==> config.mk <==
export PLATFORM = sky130hd
export DESIGN_NAME = irq_prio_ctrl
export DESIGN_NICKNAME = d
export VERILOG_FILES = /design/src/rtl/pic_pkg.sv /design/src/rtl/pic_line_state.sv /design/src/rtl/pic_prio_bank.sv /design/src/rtl/pic_select.sv /design/src/rtl/irq_prio_ctrl.sv
export SDC_FILE = /design/constraint.sdc
export NUM_CORES = 2
export LEC_CHECK = 0
export BUFFER_PORTS_ARGS = -buffer_cell sky130_fd_sc_hd__buf_2
export CAP_MARGIN = 5
export CORE_MARGIN = 3
export CORE_UTILIZATION = 30
export DETAILED_ROUTE_END_ITERATION = 7
export HOLD_SLACK_MARGIN = 0.06
export PLACE_DENSITY = 0.53
export SLEW_MARGIN = 20
export SYNTH_ARGS = -nofsm -noshare
export SYNTH_HDL_FRONTEND = slang
export SYNTH_HIERARCHICAL = 1
export SYNTH_SLANG_ARGS = --single-unit
==> constraint.sdc <==
create_clock -name clk -period 69.8 [get_ports clk]
set_input_delay 13.96 -clock clk [delete_from_list [all_inputs] [get_ports clk]]
set_output_delay 13.96 -clock clk [all_outputs]
set_load 0.1 [all_outputs]
==> src/rtl/pic_pkg.sv <==
package pic_pkg;
  localparam int ADDR_W = 12;
  localparam int PRIO_W = 8;

  localparam logic [ADDR_W-1:0] OFS_TYPE  = 12'h004;
  localparam logic [ADDR_W-1:0] OFS_GROUP = 12'h008;
  localparam logic [5:0] BLK_SETEN = 6'h04;
  localparam logic [5:0] BLK_CLREN = 6'h06;
  localparam logic [5:0] BLK_SETPD = 6'h08;
  localparam logic [5:0] BLK_CLRPD = 6'h0A;
  localparam logic [5:0] BLK_ACT   = 6'h0C;
  localparam logic [9:0] PRIO_WBASE = 10'h100;

  typedef enum logic [3:0] {
    RS_NONE, RS_TYPE, RS_GROUP, RS_SETEN, RS_CLREN,
    RS_SETPD, RS_CLRPD, RS_ACT, RS_PRIO
  } reg_sel_e;

  function automatic logic [PRIO_W-1:0] group_mask(input logic [2:0] g);
    logic [PRIO_W:0] t;
    t = {(PRIO_W+1){1'b1}} << (int'(g) + 1);
    return t[PRIO_W-1:0];
  endfunction
endpackage

==> src/rtl/pic_line_state.sv <==
module pic_line_state #(
  parameter int NUM_IRQ = 32,
  localparam int IDX_W = (NUM_IRQ > 1) ? $clog2(NUM_IRQ) : 1
)(
  input  logic               clk,
  input  logic               rst,
  input  logic [NUM_IRQ-1:0] irq_in,
  input  logic [NUM_IRQ-1:0] en_set,
  input  logic [NUM_IRQ-1:0] en_clr,
  input  logic [NUM_IRQ-1:0] pd_set,
  input  logic [NUM_IRQ-1:0] pd_clr,
  input  logic               take_vld,
  input  logic [IDX_W-1:0]   take_num,
  input  logic               ret_vld,
  input  logic [IDX_W-1:0]   ret_num,
  output logic [NUM_IRQ-1:0] en_q,
  output logic [NUM_IRQ-1:0] pend_q,
  output logic [NUM_IRQ-1:0] act_q
);
  logic [NUM_IRQ-1:0] in_q;

  for (genvar i = 0; i < NUM_IRQ; i++) begin : g_line
    logic take_hit, ret_hit, rise;
    assign take_hit = take_vld && (take_num == IDX_W'(i));
    assign ret_hit  = ret_vld && (ret_num == IDX_W'(i));
    assign rise     = irq_in[i] && !in_q[i];

    always_ff @(posedge clk) begin
      if (rst) begin
        in_q[i]   <= 1'b0;
        en_q[i]   <= 1'b0;
        pend_q[i] <= 1'b0;
        act_q[i]  <= 1'b0;
      end else begin
        in_q[i]   <= irq_in[i];
        en_q[i]   <= (en_q[i] || en_set[i]) && !en_clr[i];
        pend_q[i] <= (pend_q[i] || rise || pd_set[i]) && !pd_clr[i] && !take_hit;
        act_q[i]  <= take_hit || (act_q[i] && !ret_hit);
      end
    end
  end
endmodule

==> src/rtl/pic_prio_bank.sv <==
module pic_prio_bank #(
  parameter int NUM_IRQ = 32,
  parameter int KEEP_BITS = 8,
  localparam int PWORDS = (NUM_IRQ + 3) / 4,
  localparam int PW_W = (PWORDS > 1) ? $clog2(PWORDS) : 1,
  localparam logic [7:0] KEEP = 8'(8'hFF << (8 - KEEP_BITS))
)(
  input  logic                 clk,
  input  logic                 rst,
  input  logic                 wr_vld,
  input  logic [PW_W-1:0]      wr_idx,
  input  logic [31:0]          wr_data,
  output logic [NUM_IRQ*8-1:0] prio_flat
);
  for (genvar i = 0; i < NUM_IRQ; i++) begin : g_byte
    always_ff @(posedge clk) begin
      if (rst)
        prio_flat[8*i +: 8] <= 8'h00;
      else if (wr_vld && wr_idx == PW_W'(i / 4))
        prio_flat[8*i +: 8] <= wr_data[8*(i % 4) +: 8] & KEEP;
    end
  end
endmodule

==> src/rtl/pic_select.sv <==
module pic_select #(
  parameter int NUM_IRQ = 32,
  localparam int IDX_W = (NUM_IRQ > 1) ? $clog2(NUM_IRQ) : 1
)(
  input  logic                 clk,
  input  logic                 rst,
  input  logic [NUM_IRQ-1:0]   en_q,
  input  logic [NUM_IRQ-1:0]   pend_q,
  input  logic [NUM_IRQ-1:0]   act_q,
  input  logic [NUM_IRQ*8-1:0] prio_flat,
  input  logic [7:0]           gmask,
  output logic                 irq_req,
  output logic [IDX_W-1:0]     irq_num,
  output logic [7:0]           irq_prio
);
  logic             best_ok, run_ok, req_d;
  logic [IDX_W-1:0] best_idx;
  logic [7:0]       best_p, run_p;

  always_comb begin
    best_ok  = 1'b0;
    best_idx = '0;
    best_p   = 8'h00;
    run_ok   = 1'b0;
    run_p    = 8'hFF;
    for (int i = 0; i < NUM_IRQ; i++) begin
      if (en_q[i] && pend_q[i] && !act_q[i] &&
          (!best_ok || prio_flat[8*i +: 8] < best_p)) begin
        best_ok  = 1'b1;
        best_idx = IDX_W'(i);
        best_p   = prio_flat[8*i +: 8];
      end
      if (act_q[i] && (!run_ok || (prio_flat[8*i +: 8] & gmask) < run_p)) begin
        run_ok = 1'b1;
        run_p  = prio_flat[8*i +: 8] & gmask;
      end
    end
    req_d = best_ok && (!run_ok || ((best_p & gmask) < run_p));
  end

  always_ff @(posedge clk) begin
    if (rst) begin
      irq_req  <= 1'b0;
      irq_num  <= '0;
      irq_prio <= 8'h00;
    end else begin
      irq_req  <= req_d;
      irq_num  <= best_idx;
      irq_prio <= best_p;
    end
  end
endmodule

==> src/rtl/irq_prio_ctrl.sv <==
module irq_prio_ctrl
  import pic_pkg::*;
#(
  parameter int NUM_IRQ = 32,
  parameter bit MAINLINE = 1'b1,
  localparam int IDX_W = (NUM_IRQ > 1) ? $clog2(NUM_IRQ) : 1
)(
  input  logic               clk,
  input  logic               rst,
  input  logic               bus_sel,
  input  logic               bus_wr,
  input  logic [11:0]        bus_addr,
  input  logic [31:0]        bus_wdata,
  output logic [31:0]        bus_rdata,
  output logic               bus_err,
  output logic               bus_rvalid,
  input  logic [NUM_IRQ-1:0] irq_in,
  output logic               irq_req,
  output logic [IDX_W-1:0]   irq_num,
  output logic [7:0]         irq_prio,
  input  logic               act_stb,
  input  logic               ret_stb,
  input  logic [IDX_W-1:0]   ret_num
);
  localparam int KEEP_BITS = MAINLINE ? 8 : 2;
  localparam int PWORDS = (NUM_IRQ + 3) / 4;
  localparam int PW_W = (PWORDS > 1) ? $clog2(PWORDS) : 1;
  localparam logic [31:0] TYPE_VAL = 32'((NUM_IRQ + 31) / 32 - 1);

  reg_sel_e           rs;
  logic               word0, wr_go;
  logic [9:0]         poff;
  logic [2:0]         grp_q;
  logic [31:0]        rv;
  logic [NUM_IRQ-1:0] en_vec, pend_vec, act_vec;
  logic [NUM_IRQ-1:0] en_set, en_clr, pd_set, pd_clr;
  logic [NUM_IRQ*8-1:0] prio_flat;

  // Address decode
  always_comb begin
    poff  = bus_addr[11:2] - PRIO_WBASE;
    word0 = (bus_addr[5:2] == 4'h0);
    rs    = RS_NONE;
    if (bus_addr == OFS_TYPE)
      rs = MAINLINE ? RS_TYPE : RS_NONE;
    else if (bus_addr == OFS_GROUP)
      rs = RS_GROUP;
    else begin
      case (bus_addr[11:6])
        BLK_SETEN: rs = RS_SETEN;
        BLK_CLREN: rs = RS_CLREN;
        BLK_SETPD: rs = RS_SETPD;
        BLK_CLRPD: rs = RS_CLRPD;
        BLK_ACT:   rs = RS_ACT;
        default: begin
          if (bus_addr[11:2] >= PRIO_WBASE && poff < 10'(PWORDS))
            rs = RS_PRIO;
        end
      endcase
    end
  end

  assign wr_go  = bus_sel && bus_wr;
  assign en_set = (wr_go && rs == RS_SETEN && word0) ? bus_wdata[NUM_IRQ-1:0] : '0;
  assign en_clr = (wr_go && rs == RS_CLREN && word0) ? bus_wdata[NUM_IRQ-1:0] : '0;
  assign pd_set = (wr_go && rs == RS_SETPD && word0) ? bus_wdata[NUM_IRQ-1:0] : '0;
  assign pd_clr = (wr_go && rs == RS_CLRPD && word0) ? bus_wdata[NUM_IRQ-1:0] : '0;

  // Grouping field exists only in the full profile
  if (MAINLINE) begin : g_grp
    always_ff @(posedge clk) begin
      if (rst)
        grp_q <= 3'd0;
      else if (wr_go && rs == RS_GROUP)
        grp_q <= bus_wdata[2:0];
    end
  end else begin : g_nogrp
    assign grp_q = 3'd0;
  end

  pic_line_state #(.NUM_IRQ(NUM_IRQ)) u_state (
    .clk(clk), .rst(rst), .irq_in(irq_in),
    .en_set(en_set), .en_clr(en_clr), .pd_set(pd_set), .pd_clr(pd_clr),
    .take_vld(act_stb && irq_req), .take_num(irq_num),
    .ret_vld(ret_stb), .ret_num(ret_num),
    .en_q(en_vec), .pend_q(pend_vec), .act_q(act_vec)
  );

  pic_prio_bank #(.NUM_IRQ(NUM_IRQ), .KEEP_BITS(KEEP_BITS)) u_prio (
    .clk(clk), .rst(rst),
    .wr_vld(wr_go && rs == RS_PRIO), .wr_idx(poff[PW_W-1:0]),
    .wr_data(bus_wdata), .prio_flat(prio_flat)
  );

  pic_select #(.NUM_IRQ(NUM_IRQ)) u_sel (
    .clk(clk), .rst(rst),
    .en_q(en_vec), .pend_q(pend_vec), .act_q(act_vec),
    .prio_flat(prio_flat), .gmask(group_mask(grp_q)),
    .irq_req(irq_req), .irq_num(irq_num), .irq_prio(irq_prio)
  );

  // Read data mux
  always_comb begin
    rv = 32'h0;
    case (rs)
      RS_TYPE:            rv = TYPE_VAL;
      RS_GROUP:           rv = {29'h0, grp_q};
      RS_SETEN, RS_CLREN: rv = word0 ? 32'(en_vec) : 32'h0;
      RS_SETPD, RS_CLRPD: rv = word0 ? 32'(pend_vec) : 32'h0;
      RS_ACT:             rv = (MAINLINE && word0) ? 32'(act_vec) : 32'h0;
      RS_PRIO: begin
        for (int b = 0; b < 4; b++) begin
          if (int'(poff[PW_W-1:0]) * 4 + b < NUM_IRQ)
            rv[8*b +: 8] = prio_flat[8*(int'(poff[PW_W-1:0]) * 4 + b) +: 8];
        end
      end
      default:            rv = 32'h0;
    endcase
  end

  always_ff @(posedge clk) begin
    if (rst) begin
      bus_rdata  <= 32'h0;
      bus_err    <= 1'b0;
      bus_rvalid <= 1'b0;
    end else begin
      bus_rvalid <= bus_sel;
      bus_err    <= bus_sel && rs == RS_NONE;
      bus_rdata  <= (bus_sel && !bus_wr && rs != RS_NONE) ? rv : 32'h0;
    end
  end
endmodule

Yosys cells after proc, flatten, opt, wreduce, memory -nomap -nowiden:

Cells that the tools add are included.

* register bits: 435
* bits of input ports: 87
* word-level logic and storage cells: 1369

* $add $sub $neg: 5
* order comparisons: 69
* equal/unequal tests: 83
* shift operators: 5
* multiplexer cells: 175
* bitwise operators: 34
* reductions and logical operators: 831

Operators by type and width (number)
* indexed part select 256 x 10 -> 8 bit: 3
* two-way mux 8 bit: 68
* < comparator 8 bit: 63
* logical AND 1 bit: 375
* bitwise AND 8 bit: 33
* zero test 1 bit: 256
* indexed part select 256 x 9 -> 8 bit: 1
* two-way mux 32 bit: 7
* logical OR 1 bit: 191
* equality test 5 bit, second input constant: 32
* case mux 32 bit (5 select lines): 1
* < comparator 32 x 7 -> 1 bit, second input constant: 3
* equality test 5 x 4 -> 1 bit, second input constant: 16
* two-way mux 5 bit: 16
* two-way mux 1 bit: 65
* two-way mux 4 bit: 11
* equality test 5 x 3 -> 1 bit, second input constant: 8
* equality test 5 x 2 -> 1 bit, second input constant: 4
* case mux 4 bit (5 select lines): 1
* equality test 6 x 4 -> 1 bit, second input constant: 3
* equality test 4 x 3 -> 1 bit, second input constant: 4
* adder 5 x 2 -> 6 bit, second input constant: 2
* equality test 12 x 3 -> 1 bit, second input constant: 1
* equality test 12 x 4 -> 1 bit, second input constant: 1
* other kinds (22): 37

Logic depth before layout (Yosys ltp):

* word-level depth: 131
* depth in mapped cells: 383
* gate-level depth less buffers: 351

Cells and area by module:

The synthesis kept the hierarchy.

Modules (own cells, without submodules)
* pic_select: instances 1, cells each 3556, area each 23963.0 sq um, sequential area each 280.3 sq um
* pic_prio_bank: instances 1, cells each 907, area each 10019.6 sq um, sequential area each 5124.9 sq um
* irq_prio_ctrl: instances 1, cells each 616, area each 5455.2 sq um, sequential area each 740.7 sq um
* pic_line_state: instances 1, cells each 458, area each 4410.5 sq um, sequential area each 2562.5 sq um

Least setup slack after synthesis:

No wires, ideal clock.

* path type: register to register
* start point: register u_state.act_q[0]
* end point: register u_sel.irq_req
* setup time: 0.060 ns
* arrival: 60.299 ns
* slack: 9.442 ns
* stages on the path, launching flop included: 364
* path buffers: 35
* cell sequence: dfxtp_1 -> and3b_1 -> buf_4 -> buf_4 -> nand2_1 -> ha_1 -> a21o_1 -> a21oi_1 -> nand2_1 -> nand3_1 -> nand2_1 -> inv_1 -> ha_1 -> a211o_1 -> a21oi_1 -> o211ai_1 -> a31oi_2 -> mux2_2 -> [... 328 more ...] -> and4_1 -> a21oi_1 -> nand2_1 -> a211o_1 -> nor4_1 -> inv_1 -> o22ai_2 -> mux2i_4 -> mux2_1 -> ha_1 -> a21o_1 -> a21o_1 -> a21oi_1 -> o21ai_0 -> o31ai_1 -> nand2_1 -> o21ai_0 -> a41o_1

* cells in the longest elaborated chain, start to end: 131

RTL lines
* start: declaration: RTL line pic_line_state.sv:18 `output logic [NUM_IRQ-1:0] act_q`
* start signal: indexed assignment: RTL line pic_line_state.sv:38 `act_q[i] <= take_hit || (act_q[i] && !ret_hit);`
* zero test 1 bit: RTL line pic_select.sv:27 `if (en_q[i] && pend_q[i] && !act_q[i] &&`
* logical AND 1 bit: RTL line pic_select.sv:27
* two-way mux 8 bit / two-way mux 1 bit (equally long branches): RTL line pic_select.sv:27
* < comparator 8 bit / zero test 1 bit (equally long branches): RTL line pic_select.sv:28 `(!best_ok || prio_flat[8*i +: 8] < best_p)) begin`
* logical OR 1 bit: RTL line pic_select.sv:28
* logical AND 1 bit: RTL line pic_select.sv:27
* two-way mux 8 bit / two-way mux 1 bit (equally long branches): RTL line pic_select.sv:27
* < comparator 8 bit / zero test 1 bit (equally long branches): RTL line pic_select.sv:28
* [... 115 more ...]
* < comparator 8 bit / zero test 1 bit (equally long branches): RTL line pic_select.sv:28
* logical OR 1 bit: RTL line pic_select.sv:28
* logical AND 1 bit: RTL line pic_select.sv:27
* two-way mux 8 bit: RTL line pic_select.sv:27
* bitwise AND 8 bit: RTL line pic_select.sv:38 `req_d = best_ok && (!run_ok || ((best_p & gmask) < run_p));`
* < comparator 8 bit: RTL line pic_select.sv:38
* logical OR 1 bit: RTL line pic_select.sv:38
* logical AND 1 bit *: RTL line pic_select.sv:38
* end signal: assignment: RTL line pic_select.sv:47 `irq_req <= req_d;`
* end: declaration: RTL line pic_select.sv:12 `output logic irq_req,`

Every way passes the cells marked *; elsewhere a longest branch is shown, timed or not.
A chain may end at the register's enable or synchronous reset.

Worst setup path in the final report:

* start point: register grp_q[1]
* end point: register u_sel.irq_req

* cells in the longest elaborated chain, start to end: 131

RTL lines
* start: declaration: RTL line irq_prio_ctrl.sv:33 `logic [2:0] grp_q;`
* start signal: assignment: RTL line irq_prio_ctrl.sv:75 `grp_q <= bus_wdata[2:0];`
* adder 3 x 1 -> 4 bit *: RTL line pic_pkg.sv:21 `t = {(PRIO_W+1){1'b1}} << (int'(g) + 1);`
* left shift 9 x 4 -> 8 bit *: RTL line pic_pkg.sv:21
* bitwise AND 8 bit: RTL line pic_select.sv:35 `run_p = prio_flat[8*i +: 8] & gmask;`
* two-way mux 8 bit: RTL line pic_select.sv:33 `if (act_q[i] && (!run_ok || (prio_flat[8*i +: 8] & gmask) < run_p)) begin`
* < comparator 8 bit: RTL line pic_select.sv:33
* logical OR 1 bit: RTL line pic_select.sv:33
* logical AND 1 bit: RTL line pic_select.sv:33
* two-way mux 8 bit / two-way mux 1 bit (equally long branches): RTL line pic_select.sv:33
* [... 115 more ...]
* two-way mux 8 bit / two-way mux 1 bit (equally long branches): RTL line pic_select.sv:33
* < comparator 8 bit / zero test 1 bit (equally long branches): RTL line pic_select.sv:33
* logical OR 1 bit: RTL line pic_select.sv:33
* logical AND 1 bit: RTL line pic_select.sv:33
* two-way mux 8 bit / two-way mux 1 bit (equally long branches): RTL line pic_select.sv:33
* < comparator 8 bit / zero test 1 bit (equally long branches): RTL line pic_select.sv:38
* logical OR 1 bit *: RTL line pic_select.sv:38
* logical AND 1 bit *: RTL line pic_select.sv:38

Marks and branches as above.

==> results.md <==
- Actual slew at the worst max-slew pin: 1350 ps
- TritonCTS clock tree: yes
- R2r endpoint: u_sel/irq_req
- First-pass GRT wire length: 297000 um
- Syn. warnings: 6
- FILL cells: 15.3k
- Final WL: 212000 um
- Nets: 6015
- Vias per cell: 5.95
- Seq cells post-synth: 435
- DRT Pass-1 Iters: 8
- Cell row count: 139
- Max-slew headroom: 9.76%
- Clock latency on the worst-skew pair: 630 ps
- Failing checks: design-rule violations
- Setup CP Type: reg -> reg
- Synth top area share: 19.9%
- Combinational family with the most area after synthesis: simple AND/OR/NAND/NOR gates
- # IOs: 135
- Syn_nets: 6018
- Synth area leaders: dfxtp_1 (20%), ha_1 (11%), mux2i_1 (7.2%), nand2b_1 (5.4%), and2_1 (4.4%)
- Synthesized area: 0.0438 sq mm
- Tcrit/Tclk final: 92.9%
- Root buffer cell: clkbuf_16
- DRC Markers: 1
- Post-synthesis compound-gate area fraction: 22.8%
- Crit. Startpoint: grp_q[1]
- Worst Setup EP: u_sel/irq_req
- Inserted Clock Buffers: 50
- Max clock buf depth: 3
- Hold Slack: 486 ps
- Cell taking the most area after synthesis: dfxtp_1
- GRT Util Overall: 26.7%
- Mux share of post-synthesis cell area: 13.3%
- Post-Synth Adder-Cell Area: 11.5%
- Syn Inst Count: 5537
- Clock-pin slew on the worst setup and hold paths: 60 ps
- Most frequent cells after synthesis: nand2_1 (492), dfxtp_1 (435), ha_1 (394), nand2b_1 (375), nor2_1 (361)
- Port bufs: 134
- Period minus WS final: 64830 ps
- CP Capture Type: register
- DIE AREA: 0.151 sq mm
- Arr. time, crit path: 65400 ps
- Drt first-iter violations: 5256
- Via count: 44.6k
- FMAX: 15.4 MHz
- Post-Synth XOR/XNOR Area: 0.140%
- Clock skew: 38.9 ps
- Most used DFF post-synth: dfxtp_1
- Initial antenna violation count: 16
- Number of max-cap violations: 0
- Vias in the first global route: 41.3k
- Seq. cell area: 0.00871 sq mm
- Startpoint Class: register
- Post-DRT Antenna Nets: 0
- Area Overhead vs Synth: 10.4%
- Worst reg2reg path startpoint: grp_q[1]
- Post-synth ARST share: 0%
- Gpl congestion: 1.00
- Status: finished with violations
- Drt wl/cell: 28.3 um
- Layout cell share with drive strength beyond 1: 12.3%
- Dpl cells: 7363
- Grt ovf: 0
- Most frequent cell after synthesis: nand2_1
- Number of flops mapped to enable cells by yosys: 0
- Pleak: 0.0225 uW
- Synth unique cells: 147
- PD cells: 11.9 mW/mm^2
- Syn_area_per_cell: 7.92 sq um
- Final setup viols: 0
- Reg2Reg Setup Slack: 4970 ps
- Seq/Total Area, Yosys: 19.9%
- Critical Path RT: 70370 ps
- Fin util: 33.5%
- Slowest CP cell: dfxtp_1
- Final hold violations: 0
- Peak supply drop: 0.0000202 V
- Clock tree sinks: 435
- Fin. max-slew vios: 0
- Core ar.: 0.144 sq mm
- Reg2Reg Depth: 272
- Hold_buf cts: 0
- Multi-input logic area: 0.0330 sq mm
- Simple-Gate Fraction of Synth Area: 26.7%
- Post-DP HPWL: 166000 um
- Min-Delay Path Class: reg -> reg
- Chip Width: 388 um
- Max incr delay on CP: 870 ps
- Largest net degree at the start of global routing: 112
- Non-Filler Instances: 7491
- Starting density of the core: 30.4%
- CP most frequent cell: ha_1
- CP Max Fanout: 33
- Die Y-Extent: 388 um
- H-tree Lvls: 2
-- worst max-delay path, delay by kind of cell, from the launching register on --
| kind | cells | cell delay [ps] |
|---|---|---|
| multiplexers | 11 | 4770 |
| adder cells (fa/ha/maj) | 34 | 10470 |
| flip-flops | 1 | 870 |
| AND/OR/NAND/NOR | 61 | 11340 |
| buffers and inverters | 9 | 1760 |
| AO/OA/AOI/OAI | 157 | 35390 |
-- flip-flops by register name (all words and copies together), names as in the netlist --
name	cells
u_state/in_q	32
u_sel/irq_req	1
grp_q	3
bus_rvalid	1
u_sel/irq_prio	8
u_prio/prio_flat	256
u_sel/irq_num	5
u_state/pend_q	32
u_state/en_q	32
bus_rdata	32
bus_err	1
u_state/act_q	32
-- placed cells by master (no fill, tap or decap), types with 287 or more instances in the layout --
master | Yosys | final
o21ai_0 | 301 | 294
mux2i_1 | 316 | 316
nand2_1 | 492 | 490
dfxtp_1 | 435 | 434
nor2_1 | 361 | 355
and2_1 | 311 | 308
nand2b_1 | 375 | 374
inv_1 | 287 | 287
ha_1 | 394 | 394
a21oi_1 | 306 | 301
-- final cells by class --
class                   count  share of cell area, %
clock buffers              72                   3.00
repair buffers            236                   3.05
clock inverters            20                  0.605
multi-input cells        4523                   68.1
diodes                     14                 0.0723
inverters                 288                   2.23
flip-flops and latches    435                   18.0
well taps                1903                   4.92
-- kinds of logic (layout without fill, tap and decap cells) --
kind of cell | after synthesis | in the layout
compound gates | 1436 | 1437
xor+xnor | 7 | 7
simple gates | 2183 | 2183
mux | 491 | 491
fa+ha+maj | 405 | 405
buf+inv | 580 | 616
flops | 435 | 435
other cells | 0 | 14
-- report_power, final --
part | switching [uW] | internal [uW] | total, uW
sequential | 2.45 | 251 | 253
combinational | 25.4 | 11.7 | 37.2
clock | 120 | 165 | 285
total | 148 | 427 | 575
-- per-stage QoR --
stage / area (sq um) / setup TNS, ps / total power [uW] / setup slack, ps
floorplan: 43800 / 0 / 277 / 9440
global placement: 46200 / 0 / 294 / 1630
detailed placement: 46200 / 0 / 295 / 274
CTS: 47900 / 0 / 576 / 86.3
global route: 48400 / -31.0 / 588 / -31.0
finish: 48400 / 0 / 575 / 4970
-- routing by layer --
metal	global-route usage [%]	wire length, um	up-vias
li1	-	-	20000
met1	36.2	91600	21800
met2	41.1	90600	2229
met3	4.15	17400	431
met4	13.1	12000	6
met5	0	43	-
-- worst min-delay path by stage --
stage	from	cells past startpoint	endpoint	slack, ps
CTS	u_state/act_q[23]	2	u_state/act_q[23]	480
global route	u_state/en_q[16]	2	u_state/en_q[16]	510
finish	u_state/act_q[23]	2	u_state/act_q[23]	490
global placement	u_state/act_q[23]	2	u_state/act_q[23]	460
floorplan	u_prio/prio_flat[88]	2	u_prio/prio_flat[88]	460
detailed placement	u_state/act_q[23]	2	u_state/act_q[23]	470
-- what timing repair did --
action,in CTS,in global routing
resized for setup,0,56
buffers inserted,0,21
endpoints found under the setup margin,0,14
(Power assumes the default switching activity.)
